==> config.mk <==
export PLATFORM = sky130hd
export DESIGN_NAME = potreg_i2c_slave
export DESIGN_NICKNAME = d
export VERILOG_FILES = /design/src/rtl/potreg_i2c_pkg.sv /design/src/rtl/i2c_glitch_filter.sv /design/src/rtl/i2c_bus_conditions.sv /design/src/rtl/potreg_i2c_slave.sv
export SDC_FILE = /design/constraint.sdc
export NUM_CORES = 1
export LEC_CHECK = 0
export ABC_AREA = 1
export BUFFER_PORTS_ARGS = -buffer_cell sky130_fd_sc_hd__buf_2
export CORE_UTILIZATION = 58
export DETAILED_ROUTE_END_ITERATION = 12
export PLACE_DENSITY = 0.8
export SKIP_LAST_GASP = 1
export SYNTH_ARGS = -nofsm -noshare
export SYNTH_HDL_FRONTEND = slang
export SYNTH_SLANG_ARGS = --single-unit
==> constraint.sdc <==
create_clock -name clk -period 2.1 [get_ports clk]
set_clock_uncertainty 0.2 [all_clocks]
set_input_delay 0.42 -clock clk [delete_from_list [all_inputs] [get_ports clk]]
set_output_delay 0.42 -clock clk [all_outputs]
set_load 0.005 [all_outputs]
==> src/rtl/potreg_i2c_pkg.sv <==
package potreg_i2c_pkg;

  localparam int BYTE_W = 8;
  localparam int BITCNT_W = $clog2(BYTE_W + 1);

  typedef enum logic [3:0] {
    ST_IDLE,
    ST_ADDR,
    ST_ADDR_ACK,
    ST_PTR,
    ST_PTR_ACK,
    ST_WDATA,
    ST_WDATA_ACK,
    ST_RDATA,
    ST_RDATA_ACK
  } slv_state_e;

endpackage

==> src/rtl/i2c_glitch_filter.sv <==
module i2c_glitch_filter #(
  parameter int SYNC_STAGES = 2,
  parameter int STABLE_CYC  = 13
) (
  input  logic clk,
  input  logic rst_n,
  input  logic line_i,
  output logic line_o
);

  localparam int CW = $clog2(STABLE_CYC + 1);

  logic [SYNC_STAGES-1:0] sync_q;
  logic                   sync_s;
  logic [CW-1:0]          cnt_q, cnt_d;
  logic                   out_q, out_d;

  always_ff @(posedge clk or negedge rst_n) begin
    if (!rst_n) sync_q <= '1;
    else        sync_q <= {sync_q[SYNC_STAGES-2:0], line_i};
  end

  assign sync_s = sync_q[SYNC_STAGES-1];

  // The output follows the synchronised line only once it has differed
  // for STABLE_CYC consecutive cycles.
  always_comb begin
    cnt_d = cnt_q;
    out_d = out_q;
    if (sync_s == out_q) begin
      cnt_d = '0;
    end else if (cnt_q == CW'(STABLE_CYC - 1)) begin
      out_d = sync_s;
      cnt_d = '0;
    end else begin
      cnt_d = cnt_q + CW'(1);
    end
  end

  always_ff @(posedge clk or negedge rst_n) begin
    if (!rst_n) begin
      cnt_q <= '0;
      out_q <= 1'b1;
    end else begin
      cnt_q <= cnt_d;
      out_q <= out_d;
    end
  end

  assign line_o = out_q;

endmodule

==> src/rtl/i2c_bus_conditions.sv <==
module i2c_bus_conditions (
  input  logic clk,
  input  logic rst_n,
  input  logic scl_f,
  input  logic sda_f,
  output logic scl_rise,
  output logic scl_fall,
  output logic bus_start,
  output logic bus_stop
);

  logic scl_q, sda_q;

  always_ff @(posedge clk or negedge rst_n) begin
    if (!rst_n) begin
      scl_q <= 1'b1;
      sda_q <= 1'b1;
    end else begin
      scl_q <= scl_f;
      sda_q <= sda_f;
    end
  end

  assign scl_rise  = scl_f & ~scl_q;
  assign scl_fall  = ~scl_f & scl_q;
  assign bus_start = scl_f & scl_q & sda_q & ~sda_f;
  assign bus_stop  = scl_f & scl_q & ~sda_q & sda_f;

endmodule

==> src/rtl/potreg_i2c_slave.sv <==
module potreg_i2c_slave
  import potreg_i2c_pkg::*;
#(
  parameter int           SYNC_STAGES = 2,
  parameter int           STABLE_CYC  = 13,
  parameter logic [4:0]   DEV_ID      = 5'b01010
) (
  input  logic              clk,
  input  logic              rst_n,
  input  logic              scl_i,
  input  logic              sda_i,
  output logic              sda_oe_o,
  input  logic [1:0]        strap_i,
  input  logic              busy_i,
  output logic              wr_stb_o,
  output logic [BYTE_W-1:0] wr_addr_o,
  output logic [BYTE_W-1:0] wr_data_o,
  output logic              rd_req_o,
  output logic [BYTE_W-1:0] rd_addr_o,
  input  logic [BYTE_W-1:0] rd_data_i,
  output logic              evt_stop_o,
  output logic              evt_rstart_o
);

  localparam int NLINES = 2;
  localparam logic [BITCNT_W-1:0] LAST_BIT = BITCNT_W'(BYTE_W);

  // line filtering: index 1 = SCL, index 0 = SDA
  logic [NLINES-1:0] raw_lines, flt_lines;
  logic              scl_flt, sda_flt;

  assign raw_lines = {scl_i, sda_i};

  for (genvar g = 0; g < NLINES; g++) begin : g_line
    i2c_glitch_filter #(
      .SYNC_STAGES (SYNC_STAGES),
      .STABLE_CYC  (STABLE_CYC)
    ) u_flt (
      .clk    (clk),
      .rst_n  (rst_n),
      .line_i (raw_lines[g]),
      .line_o (flt_lines[g])
    );
  end

  assign scl_flt = flt_lines[1];
  assign sda_flt = flt_lines[0];

  logic scl_rise, scl_fall, bus_start, bus_stop;

  i2c_bus_conditions u_cond (
    .clk       (clk),
    .rst_n     (rst_n),
    .scl_f     (scl_flt),
    .sda_f     (sda_flt),
    .scl_rise  (scl_rise),
    .scl_fall  (scl_fall),
    .bus_start (bus_start),
    .bus_stop  (bus_stop)
  );

  logic [6:0] own_addr;
  assign own_addr = {DEV_ID, strap_i};

  slv_state_e          st_q, st_d;
  logic [BITCNT_W-1:0] cnt_q, cnt_d;
  logic [BYTE_W-1:0]   rx_q, rx_d;
  logic [BYTE_W-1:0]   tx_q, tx_d;
  logic [BYTE_W-1:0]   ptr_q, ptr_d;
  logic [BYTE_W-1:0]   waddr_q, waddr_d;
  logic [BYTE_W-1:0]   wdat_q, wdat_d;
  logic                rw_q, rw_d;
  logic                mack_q, mack_d;
  logic                oe_q, oe_d;
  logic                wrote_q, wrote_d;
  logic                wstb_q, wstb_d;
  logic                rreq_q, rreq_d;
  logic                estop_q, estop_d;
  logic                ers_q, ers_d;

  always_comb begin
    st_d    = st_q;
    cnt_d   = cnt_q;
    rx_d    = rx_q;
    tx_d    = tx_q;
    ptr_d   = ptr_q;
    waddr_d = waddr_q;
    wdat_d  = wdat_q;
    rw_d    = rw_q;
    mack_d  = mack_q;
    oe_d    = oe_q;
    wrote_d = wrote_q;
    wstb_d  = 1'b0;
    rreq_d  = 1'b0;
    estop_d = 1'b0;
    ers_d   = 1'b0;

    if (bus_start) begin
      st_d    = ST_ADDR;
      cnt_d   = '0;
      oe_d    = 1'b0;
      wrote_d = 1'b0;
      ers_d   = wrote_q;
    end else if (bus_stop) begin
      st_d    = ST_IDLE;
      oe_d    = 1'b0;
      wrote_d = 1'b0;
      estop_d = wrote_q;
    end else if (scl_rise) begin
      unique case (st_q)
        ST_ADDR, ST_PTR, ST_WDATA: begin
          rx_d  = {rx_q[BYTE_W-2:0], sda_flt};
          cnt_d = cnt_q + BITCNT_W'(1);
        end
        ST_RDATA:     cnt_d  = cnt_q + BITCNT_W'(1);
        ST_RDATA_ACK: mack_d = sda_flt;
        default: ;
      endcase
    end else if (scl_fall) begin
      unique case (st_q)
        ST_ADDR: begin
          if (cnt_q == LAST_BIT) begin
            if ((rx_q[BYTE_W-1:1] == own_addr) && !busy_i) begin
              st_d = ST_ADDR_ACK;
              oe_d = 1'b1;
              rw_d = rx_q[0];
            end else begin
              st_d = ST_IDLE;
            end
          end
        end
        ST_ADDR_ACK: begin
          cnt_d = '0;
          if (rw_q) begin
            st_d   = ST_RDATA;
            rreq_d = 1'b1;
            tx_d   = rd_data_i;
            oe_d   = ~rd_data_i[BYTE_W-1];
          end else begin
            st_d = ST_PTR;
            oe_d = 1'b0;
          end
        end
        ST_PTR: begin
          if (cnt_q == LAST_BIT) begin
            ptr_d = rx_q;
            oe_d  = 1'b1;
            st_d  = ST_PTR_ACK;
          end
        end
        ST_WDATA: begin
          if (cnt_q == LAST_BIT) begin
            wstb_d  = 1'b1;
            waddr_d = ptr_q;
            wdat_d  = rx_q;
            ptr_d   = ptr_q + BYTE_W'(1);
            wrote_d = 1'b1;
            oe_d    = 1'b1;
            st_d    = ST_WDATA_ACK;
          end
        end
        ST_PTR_ACK, ST_WDATA_ACK: begin
          oe_d  = 1'b0;
          cnt_d = '0;
          st_d  = ST_WDATA;
        end
        ST_RDATA: begin
          if (cnt_q == LAST_BIT) begin
            oe_d  = 1'b0;
            ptr_d = ptr_q + BYTE_W'(1);
            st_d  = ST_RDATA_ACK;
          end else begin
            tx_d = {tx_q[BYTE_W-2:0], 1'b0};
            oe_d = ~tx_q[BYTE_W-2];
          end
        end
        ST_RDATA_ACK: begin
          if (!mack_q) begin
            st_d   = ST_RDATA;
            cnt_d  = '0;
            rreq_d = 1'b1;
            tx_d   = rd_data_i;
            oe_d   = ~rd_data_i[BYTE_W-1];
          end else begin
            st_d = ST_IDLE;
          end
        end
        default: ;
      endcase
    end
  end

  always_ff @(posedge clk or negedge rst_n) begin
    if (!rst_n) begin
      st_q    <= ST_IDLE;
      cnt_q   <= '0;
      rx_q    <= '0;
      tx_q    <= '0;
      ptr_q   <= '0;
      waddr_q <= '0;
      wdat_q  <= '0;
      rw_q    <= 1'b0;
      mack_q  <= 1'b1;
      oe_q    <= 1'b0;
      wrote_q <= 1'b0;
      wstb_q  <= 1'b0;
      rreq_q  <= 1'b0;
      estop_q <= 1'b0;
      ers_q   <= 1'b0;
    end else begin
      st_q    <= st_d;
      cnt_q   <= cnt_d;
      rx_q    <= rx_d;
      tx_q    <= tx_d;
      ptr_q   <= ptr_d;
      waddr_q <= waddr_d;
      wdat_q  <= wdat_d;
      rw_q    <= rw_d;
      mack_q  <= mack_d;
      oe_q    <= oe_d;
      wrote_q <= wrote_d;
      wstb_q  <= wstb_d;
      rreq_q  <= rreq_d;
      estop_q <= estop_d;
      ers_q   <= ers_d;
    end
  end

  assign sda_oe_o     = oe_q;
  assign wr_stb_o     = wstb_q;
  assign wr_addr_o    = waddr_q;
  assign wr_data_o    = wdat_q;
  assign rd_req_o     = rreq_q;
  assign rd_addr_o    = ptr_q;
  assign evt_stop_o   = estop_q;
  assign evt_rstart_o = ers_q;

endmodule

==> metrics list <==
* Biggest cell delay along the critical path: 550 ps
* Post-route setup TNS: 0 ps
* Global-route congestion overflow total: 0
* Ratio of cells with drive above 1 in the final layout: 26.0%
- The initial antenna violation count was 0.
- Hold-critical path depth: 3
* Register bit count reported by yosys: 71
- Endpoint class of the critical path: flip-flop
* Largest cells by area after synthesis: sky130_fd_sc_hd__dfrtp_1 (44%), sky130_fd_sc_hd__nand2_1 (10%), sky130_fd_sc_hd__dfstp_2 (6.7%)
- At the end of routability-driven placement, the weighted congestion stood at 0.898.
- The worst register-to-register path begins at u_cond.scl_q.
- In this run switching power makes up 25.5% of total power.
- Setup slack on the critical path of the routed design comes to 95.0 ps.
- Summed over all nets, the half-perimeter wirelength after detailed placement is 5380 um.
- In the global route stage, overall resource usage came out at 25.8%.
- Most prevalent standard cell on the critical path: sky130_fd_sc_hd__inv_1
* CP max-delay cell: sky130_fd_sc_hd__dfstp_2
* Combinational power share: 12.0%
- Final setup violating endpoints: 0
* Length of routed met2 wiring: 3620 um
- Iteration count of the initial detailed-routing pass: 5
- Maximum buffer depth of the clock tree: 2
- Of all cell types, the one taking the most synthesized area is sky130_fd_sc_hd__dfrtp_1.
- Fraction of registers with async set or reset after synthesis: 100%
- Crit path launch type: flip-flop
* Via/cell ratio: 5.11
- Final Core Density: 72.1%
- The initialized floorplan defines 28 standard-cell rows.
- Time the worst path needs with I/O delays and setup: 2010 ps
- Sequential cells were found to cover 50.6% of the synthesized design area.
- Placed Area: 3970 um2
- Routed signal wires occupy layers up through met4.
- The die covers 6410 um2.
- In this run the power spent charging and discharging nets is 0.764 mW.
- Post-Route Hold Slack: 123 ps
* Remaining max-slew budget at the tightest pin: 75.2%
- Data required time at the worst endpoint: 2130 ps
* Number of synthesized flops with an enable pin: 0
- List of cells traversed by the critical path: inv_1 > ha_1 > inv_1 > nand2_2 > nor2_4 > nand3_2 > buf_4 > o21ai_0 > inv_1
- Ratio of final minimum period to clock period: 95.5%
- Worst skew pair latency: 340 ps
- Fillcell total: 445
- WHS Endpoint: tx_q[0]
* CP max FO: 5
- Initial Util: 60.0%
* RSZ-0062 raised after global routing: yes
* Clock tree sinks: 71
- Hold violation count in the final report: 0
* First-pass GRT wire length: 12,400 um
- Worst hold-check path type: in2reg
- Static timing analysis puts the maximum clock frequency at 0.499 GHz.
- Post-Place Worst Slack: 32.6 ps
- Max-cap check violation count: 0
- Standard cell core area: 5890 um2
- The clock tree synthesis step divided the H-tree into 3 levels.
* Relative contribution of the clock network to total power: 39.8%
* Height of the chip: 80.1 um
- Summed over all layers, the routed wires come to 7440 um.
- Power per cell area: 704 nW/um2
* Average instance area after synthesis: 8.49 um2
- Counting the buffers created by CTS gives 9.
* Root cell of the clock tree: sky130_fd_sc_hd__clkbuf_8
- After detailed routing, the wire length on met1 is 3470 um.
- For this block, the via count after detailed routing is 2,878.
* Slew at the pin with the worst max-slew slack: 372 ps
- After the last flow step, the layout net total stands at 508.
- Count of unique library cells instantiated by Yosys: 30
- Clock transition at the registers of the reported paths: 70 ps
* Non-filler instance count after layout: 563
- After routing the design area is 4240 um2.
- Worst voltage drop across the vdd grid: 0.551 mV
- Placed Cells: 544
* Largest net degree at the start of global routing: 72
* Share of the synthesized area in the top cell type: 43.9%
- Registers are responsible for 48.2% of the overall power.
* Post-layout power: 2.99 mW
- Cell-internal power: 2.23 mW
- Via count of the first global-routing pass: 2,771
- Run status: complete, no violations
- In the layout the commonest cells are sky130_fd_sc_hd__nand2_1 (93), sky130_fd_sc_hd__dfrtp_1 (62), sky130_fd_sc_hd__inv_1 (50), sky130_fd_sc_hd__buf_2 (43), sky130_fd_sc_hd__nor2_1 (42).
* Top_reg_cell synth: sky130_fd_sc_hd__dfrtp_1
* Routed length on met3: 217 um
* Port Buffer Count: 43
- In this run the count of I/O pins placed on the die edge is 44.
* Diodes inserted: 0
- Path type of the worst setup path: reg2reg
- The final number of max-transition violations is 0.
* Area growth, synth to finish: 20.1%
* Residual DRC count: 0
- Reg2reg end: rd_addr_o[2]
- Worst endpoint data arrival time: 2030 ps
- The worst hold path begins at rd_data_i[0].
- Worst R2R Path Depth: 9
* Area of the mapped netlist: 3530 um2
- Leakage power total: 2.13 nW
- Clock tree from TritonCTS: done
- Flop-to-flop setup slack: 90 ps
- In the final routed layout, each cell accounts on average for 13.2 um.
- Width of the chip: 80.1 um
- Leaving out fill and tap cells, the most frequent cell in the layout is sky130_fd_sc_hd__nand2_1.
* Violation count after the first detailed-route iteration: 150
- The count of nets left with antenna violations once routing finished came out at 0.
- The cell count after synthesis came out at 416.
- Yosys warning total: 0
* Net count after synthesis: 441
- Worst Setup SP: u_cond.scl_q
[flip-flops by register name, indices dropped and copies added, names as in the netlist, 2 cells and up]
signal               count
rx_q                     8
g_line.u_flt.sync_q      4
st_q                     4
rd_addr_o                8
wr_data_o                8
cnt_q                    4
g_line.u_flt.cnt_q       8
g_line.u_flt.line_o      2
wr_addr_o                8
tx_q                     7
[power groups by stage]
stage / clock network, mW / registers (mW) / logic [mW]
after floorplan: 0 / 1.46 / 0.243
after global placement: 0 / 1.46 / 0.346
after detailed placement: 0 / 1.47 / 0.348
after CTS: 1.21 / 1.44 / 0.355
after global routing: 1.26 / 1.45 / 0.417
final: 1.19 / 1.44 / 0.359
[kinds of logic after synthesis]
family                     after synthesis  share of synthesized area (%)
adders and majority gates               10                           3.54
DFF                                     71                           50.6
buffers and inverters                   64                           7.68
xor gates and xnor gates                 7                           1.74
and+or+nand+nor                        183                           22.7
AOI/OAI and AO/OA                       81                           13.8
[worst max-delay path: cells and delay by family (launching register included)]
family                   cells  cell delay [ps]
buffers and inverters        4              370
adder cells (fa/ha/maj)      1              180
AO/OA/AOI/OAI                1              230
AND/OR/NAND/NOR              3              370
flip-flops                   1              550
[metal layers]
metal  up-vias  track usage (%)
met4         0             11.8
met2        61             43.1
li1       1464                -
met1      1343             33.0
met5         -                0
met3        10             4.09
[cells in the mapped netlist, drive strengths merged, types with 4 or more instances]
| library cell | number |
|---|---|
| xnor2 | 4 |
| dfstp | 9 |
| a21oi | 16 |
| dfrtp | 62 |
| nand3 | 29 |
| nand2 | 99 |
| buf | 5 |
| o21ai | 59 |
| inv | 56 |
| nor2 | 49 |
| ha | 10 |
[worst max path at each step]
stage | slack [ps] | to | cells past startpoint
after detailed placement | 30 | sda_oe_o | 9
after global placement | 100 | sda_oe_o | 9
after floorplan | 130 | tx_q[0] | 9
after global routing | -7 | rx_q[4] | 9
after CTS | 6 | sda_oe_o | 9
final | 90 | rd_addr_o[2] | 9
[timing repair]
| action | 4_1_cts | 5_1_grt |
|---|---|---|
| endpoints found under the setup margin | 1 | 30 |
| gates cloned | 0 | 0 |
| buffers inserted | 0 | 0 |
| hold buffers | 3 | 0 |
| resized for setup | 1 | 8 |
| hold endpoints to repair | 64 | 0 |
| pin swaps | 0 | 1 |
[cell type report]
cell class | count | area (um2) | share of cell area [%]
timing repair buffer | 64 | 430 | 10.1
clock buffer | 12 | 145 | 3.42
clock inverter | 4 | 70.1 | 1.65
sequential | 71 | 1790 | 42.1
tap | 75 | 93.8 | 2.21
inverter | 56 | 213 | 5.01
multi-input combinational | 281 | 1500 | 35.4
Power figures use the tool's default switching activity.
